<file path="src/rtl/clkmul_seq.sv">
module clkmul_seq #(
  parameter int SETTLE_BASE = 8,
  parameter int STS_W       = 4,
  parameter int MUL_W       = 2
) (
  input  logic             clk,
  input  logic             rst_n,
  input  logic             wr_en,
  input  logic [MUL_W-1:0] wr_factor,
  input  logic [STS_W-1:0] wr_settle,
  input  logic             wr_immediate,
  input  logic             wr_div4,
  input  logic             standby_req,
  input  logic             wake_req,
  output logic [MUL_W-1:0] mult_code,
  output logic             ready,
  output logic             clk_en
);
  localparam int CNT_W = SETTLE_BASE + (1 << STS_W) + 1;

  typedef enum logic [1:0] {S_RUN, S_HALT, S_SETTLE} st_t;

  st_t              st;
  logic [MUL_W-1:0] shadow, active;
  logic [STS_W-1:0] sts_q;
  logic             div4_q, ratio4;
  logic [CNT_W-1:0] cnt, lim;
  logic [1:0]       ph;
  logic             ph_last;

  assign ready     = (st == S_RUN);
  assign mult_code = active;
  assign ph_last   = ratio4 ? (ph == 2'd3) : (ph == 2'd1);
  assign clk_en    = ready && ph_last;

  always_ff @(posedge clk) begin
    if (!rst_n) begin
      shadow <= '0;
      sts_q  <= '0;
      div4_q <= 1'b0;
    end else if (wr_en) begin
      shadow <= wr_factor;
      sts_q  <= wr_settle;
      div4_q <= wr_div4;
    end
  end

  always_ff @(posedge clk) begin
    if (!rst_n) active <= '0;
    else if (wr_en && wr_immediate) active <= wr_factor;
    else if (st == S_RUN && standby_req) active <= shadow;
  end

  always_ff @(posedge clk) begin
    if (!rst_n) begin
      st  <= S_RUN;
      cnt <= '0;
      lim <= '0;
    end else begin
      case (st)
        S_RUN:  if (standby_req) st <= S_HALT;
        S_HALT: if (wake_req) begin
          st  <= S_SETTLE;
          cnt <= '0;
          lim <= (CNT_W'(1) << (SETTLE_BASE + int'(sts_q))) - CNT_W'(1);
        end
        S_SETTLE: begin
          if (cnt == lim) st <= S_RUN;
          else cnt <= cnt + CNT_W'(1);
        end
        default: st <= S_RUN;
      endcase
    end
  end

  always_ff @(posedge clk) begin
    if (!rst_n) begin
      ph     <= '0;
      ratio4 <= 1'b0;
    end else if (st != S_RUN || ph_last) begin
      ph     <= '0;
      ratio4 <= div4_q;
    end else begin
      ph <= ph + 2'd1;
    end
  end


  standby_copy_chk: assert property (@(posedge clk) disable iff (!rst_n)
    (ready && standby_req && !(wr_en && wr_immediate)) |=> (!ready && mult_code == $past(shadow)));


  run_hold_chk: assert property (@(posedge clk) disable iff (!rst_n)
    (ready && !standby_req && !(wr_en && wr_immediate)) |=> $stable(mult_code));


  halt_hold_chk: assert property (@(posedge clk) disable iff (!rst_n)
    (!ready && !(wr_en && wr_immediate)) |=> $stable(mult_code));


  imm_apply_chk: assert property (@(posedge clk) disable iff (!rst_n)
    (wr_en && wr_immediate) |=> (mult_code == $past(wr_factor)));


  en_gate_chk: assert property (@(posedge clk) disable iff (!rst_n)
    clk_en |-> ready);


  halt_wait_chk: assert property (@(posedge clk) disable iff (!rst_n)
    (st == S_HALT && !wake_req) |=> (st == S_HALT));
endmodule

</file>
<file path="config.mk">
export PLATFORM = sky130hd
export DESIGN_NAME = clkmul_seq
export DESIGN_NICKNAME = d
export VERILOG_FILES = /design/src/rtl/clkmul_seq.sv
export SDC_FILE = /design/constraint.sdc
export NUM_CORES = 1
export LEC_CHECK = 0
export BUFFER_PORTS_ARGS = -buffer_cell sky130_fd_sc_hd__clkbuf_2
export CAP_MARGIN = 20
export CORE_ASPECT_RATIO = 1.4
export CORE_MARGIN = 3
export CORE_UTILIZATION = 55
export DETAILED_ROUTE_END_ITERATION = 8
export PLACE_DENSITY = 0.84
export REMOVE_ABC_BUFFERS = 1
export SETUP_SLACK_MARGIN = 0.15
export SLEW_MARGIN = 0
export SYNTH_ARGS = -nofsm -noshare
export SYNTH_HDL_FRONTEND = slang
export SYNTH_SLANG_ARGS = --single-unit
</file>
<file path="constraint.sdc">
create_clock -name clk -period 2.4 [get_ports clk]
set_input_delay 0.12 -clock clk [delete_from_list [all_inputs] [get_ports clk]]
set_output_delay 0.12 -clock clk [all_outputs]
set_load 0.01 [all_outputs]
</file>
After elaboration in Yosys (flattened, before gate mapping)
Cells that the tools add are included.

cells by class
  bitwise gates (word level) = 1
  shifts and indexed selects = 1
  add/sub/neg operators = 4
  mux-type cells = 10
  reductions and logical operators = 12
  equal/unequal tests = 9

operators by type and width
  operator               count
  $mux 25                2
  $pmux 25 s2            1
  $add 25x1->25 const B  1
  $eq 25x25->1           1
  $shl 1x5->25 const A   1
  $sub 25x2->25 const B  1
  $mux 2                 5
  $ne 2x2->1 const B     4
  $pmux 2 s3             1
  $reduce_and 3->1       2
  $reduce_bool 2->1      3
  $add 4x4->5 const A    1
  $eq 2x1->1 const B     2
  $eq 2x2->1 const B     2
  $logic_and 1x1->1      3
  $add 2x1->2 const B    1
  $logic_not 2->1        1
  $reduce_and 2->1       1
  $reduce_or 2->1        1
  $logic_or 1x1->1       1
  $mux 1                 1
  $not 1->1              1

word-level totals
  input port bits = 13
  flip-flop bits (word level) = 64
  output and inout port bits = 4
  word-level logic and storage cells = 46

Logic depth before layout (Yosys ltp)
  word-level depth = 4
  mapped depth = 9

Least setup slack after synthesis
Ideal clock, no wire load.

  path type = register -> register
  start = reg cnt[4]
  end = reg cnt[24]
  arrival time = 1.718 ns
  stages on the path, launching flop included = 8
  period minus slack after synthesis = 1.788 ns
  path buffers = 1
  slack = 0.612 ns
  data required time = 2.330 ns
  library setup time = 0.070 ns
  cell sequence = dfxtp_1 > buf_2 > nand4_4 > nor3_4 > and3_4 > nand3_4 > or4_1 > a21oi_1

between the ends
  word-level cells in the longest chain between the ends = 3
  elaborated cells between the ends (all ways) = 6

RTL lines
  what                                                    line    text
  from (decl)                                             27      logic [CNT_W-1:0] cnt, lim;
  from (signal assigned)                                  69      else cnt <= cnt + CNT_W'(1);
  $add 25x1->25 / $eq 25x25->1 (equally long branches)    69, 68
  $mux 25 / $ne 2x2->1 (equally long branches)            -
  $pmux 25 s2 / $reduce_and 3->1 (equally long branches)  -

Several ways; a longest one is shown, not always the timed one. The select of a mux whose other input is x is not followed.
A chain may end at the register's enable or synchronous reset.

Worst setup path after layout
  start = reg cnt[3]
  end = reg cnt[21]

The elaborated chain is that of the path after synthesis.

==> impl_metrics.yaml <==
run_status:
  status: "finished clean"
clock_network:
  post-cts-setup-buffer-count: 0
  cts_tree: "yes"
  path_clk_slew_ns: 0.07
  numCtsBuffers: 9
  htree_levels: 3
  numClockSinks: 64
  cts.path.max_buffers: 2
  insertion_delay_ns: 0.36
  holdBufCountCts: 0
  clk_root_buffer_cell: "clkbuf_8"
  cts_resized: 0
run:
  cap_violations: 0
yosys:
  synth-edff-count: 0
  ys_ff_latch: 64
  yosys.cell_types.count: 56
  seq_area_frac_synth_pct: 40.38
  synth_area_leader_cell: "dfxtp_1"
  synthCells: 356
  syn_area_per_cell_um2: 8.913
  synth_ff_type: "dfxtp_1"
  yosysMostFrequentCell: "dfxtp_1"
  synth_warnings: 0
  synthArstFlopShare_pct: 0
  synth_top_area_share_pct: 40.38
  synthTopCellsByArea: "dfxtp_1 (40%), xnor2_1 (7.7%), nand2_1 (4.4%)"
  syn_area_um2: 3173
  yosys-top-cells-count: "dfxtp_1 (64), nand2_1 (37), xnor2_1 (28)"
setup_path:
  critical_path.max_stage_delay_ns: 0.68
  worstPathCellList: "xnor2_1, nand3_1, nor4_2, a21oi_1, a31oi_1, a41o_1"
  crit_slowest_cell: "a21oi_1"
  cp.arrival_ns: 2.32
  required_ns: 2.65
  worstSetupPathType: "flip-flop to flip-flop"
  worst-path-buf-inv: 0
  path_max_fanout: 11
  crit_family: "compound AO/OA/AOI/OAI gates"
  start_kind: "flip-flop"
  cp-end-kind: "flip-flop"
route:
  drt-met1-wl_mm: 2.796
  routed_wirelength_mm: 6.783
  drtAntennaViolNets: 0
  detail_route.wl_per_cell_um: 15.52
  drc_errors: 0
  first_pass_iters: 5
  drt_iter0_drc: 209
  top_layer: "met4"
  post_drt_via_cell_ratio: 6.105
  wl_met2_mm: 3.413
  vias: 2668
  wl_met3_um: 253
layout:
  fin_util_pct: 61.69
  diodes: 0
  final_nets: 379
  drive_above_1_share_pct: 14.63
  area.growth.synth_to_final_pct: 8.202
global_route:
  grt_pass1_wl_mm: 11.14
  grt_max_degree: 36
  grt_pass1_vias: 2396
  overflow: 0
  antenna_found_initial: 0
  grt.total_usage_pct: 21.23
placed_design:
  hpwl_mm: 4.932
  io_buffers: 16
  routabilityCongestion: 0.8924
power:
  leakagePower_uw: 0.001288
  power_density_nw_per_um2: 640.3
  peakVddDrop_mv: 0.4268
sta:
  fin_crit_ns: 2.072
  tightest_slew_ns: 0.8393
  finalSetupViolCount: 0
  hold_violations: 0
  fin_setup_tns_ns: 0
  relSlewSlack_pct: 44.05
  drv_slew: 0
  finalCritPeriodShare_pct: 86.35
  rsz0062_at_grt: "no"
  clock-skew-final_ns: 0.009605
  max_freq_mhz: 482.5
floorplanning:
  die_w_um: 70.20
  coreArea_um2: 5565
  io_pins: 17
  dieArea_um2: 6730
  initial_core_util_pct: 57.01
  die_h_um: 95.87
  num_rows: 32
worst_hold_path:
  hold_class: "input pin to flip-flop"
[cell type report]
type                            instances  area (um^2)
Clock buffer                            9        123.9
Clock inverter                          7        47.55
Fill cell                             469         2132
Inverter                                1        3.754
Multi-Input combinational cell        268         1782
Sequential cell                        64         1281
Tap cell                               68        85.08
Timing Repair Buffer                   20        110.1
[cells by family after synthesis]
group,share of synthesized area (%)
AND/OR/NAND/NOR,26.77
buffers and inverters,3.588
AO/OA/AOI/OAI,16.52
flip-flops,40.38
multiplexers,3.825
adder cells (fa/ha/maj),0.7885
other,0.1182
XOR/XNOR,8.005
[power breakdown]
part           total, uW  switching (uW)  leakage (uW)  internal (uW)
clock network        817             444     0.0000854            373
logic                247             146      0.000683            101
registers           1130            37.2      0.000519           1100
total               2200             628       0.00129           1570
[cell usage in the layout, fill, tap and decap left out, types with 4 or more instances in the layout]
master | synthesis | layout
a21boi_0 | 4 | 4
a21oi_1 | 21 | 21
a22o_1 | 5 | 5
and2_1 | 4 | 4
and3_1 | 6 | 6
buf_4 | 2 | 4
clkbuf_2 | 0 | 16
clkbuf_8 | 0 | 9
dfxtp_1 | 64 | 64
mux2i_1 | 11 | 11
nand2_1 | 37 | 37
nand3_1 | 12 | 12
nand4_1 | 13 | 13
nor2_1 | 17 | 17
nor2b_1 | 12 | 12
nor3_1 | 7 | 7
o211a_1 | 5 | 5
o21a_1 | 4 | 4
o21ai_0 | 12 | 12
o31ai_1 | 8 | 8
or2_2 | 4 | 4
or3_1 | 5 | 5
or4_1 | 11 | 11
xnor2_1 | 28 | 28
[flip-flops by register name, indices dropped and copies added, names as in the netlist, 2 cells and up]
signal	cells
shadow	2
mult_code	2
cnt	25
ph	2
sts_q	4
st	2
lim	25
[final timing paths]
path / startpoint / cells after the start / end / slack (ns)
worst min-delay path: wr_settle[3] / 3 / sts_q[3] / 0.02
worst max-delay path: cnt[3] / 6 / cnt[21] / 0.33
worst max register to register: cnt[3] / 6 / cnt[21] / 0.33
worst min register to register: lim[17] / 2 / lim[17] / 0.48
[worst min-delay path, cell delays in order]
cell and delay [ns]:
clkbuf_2 0.08, mux2i_1 0.05, nor2b_1 0.09
[per-stage QoR]
step	cells	instance area (um^2)	setup slack, ns	hold WS, ns	power (uW)
2_1_floorplan	333	3067	0.4778	0.2378	1322
3_3_place_gp	421	3262	0.4148	0.3816	1392
3_5_place_dp	421	3262	0.3723	0.3914	1404
4_1_cts	437	3433	0.3439	0.01383	2210
5_1_grt	437	3433	0.1578	0.05197	2290
6_report	437	3433	0.3276	0.02239	2198
[metal layers]
metal	global-route usage (%)	up-vias
met4	15.50	0
met3	4.493	24
met2	36.12	68
li1	-	1307
met5	0	-
met1	23.44	1269
(Power assumes the default switching activity.)
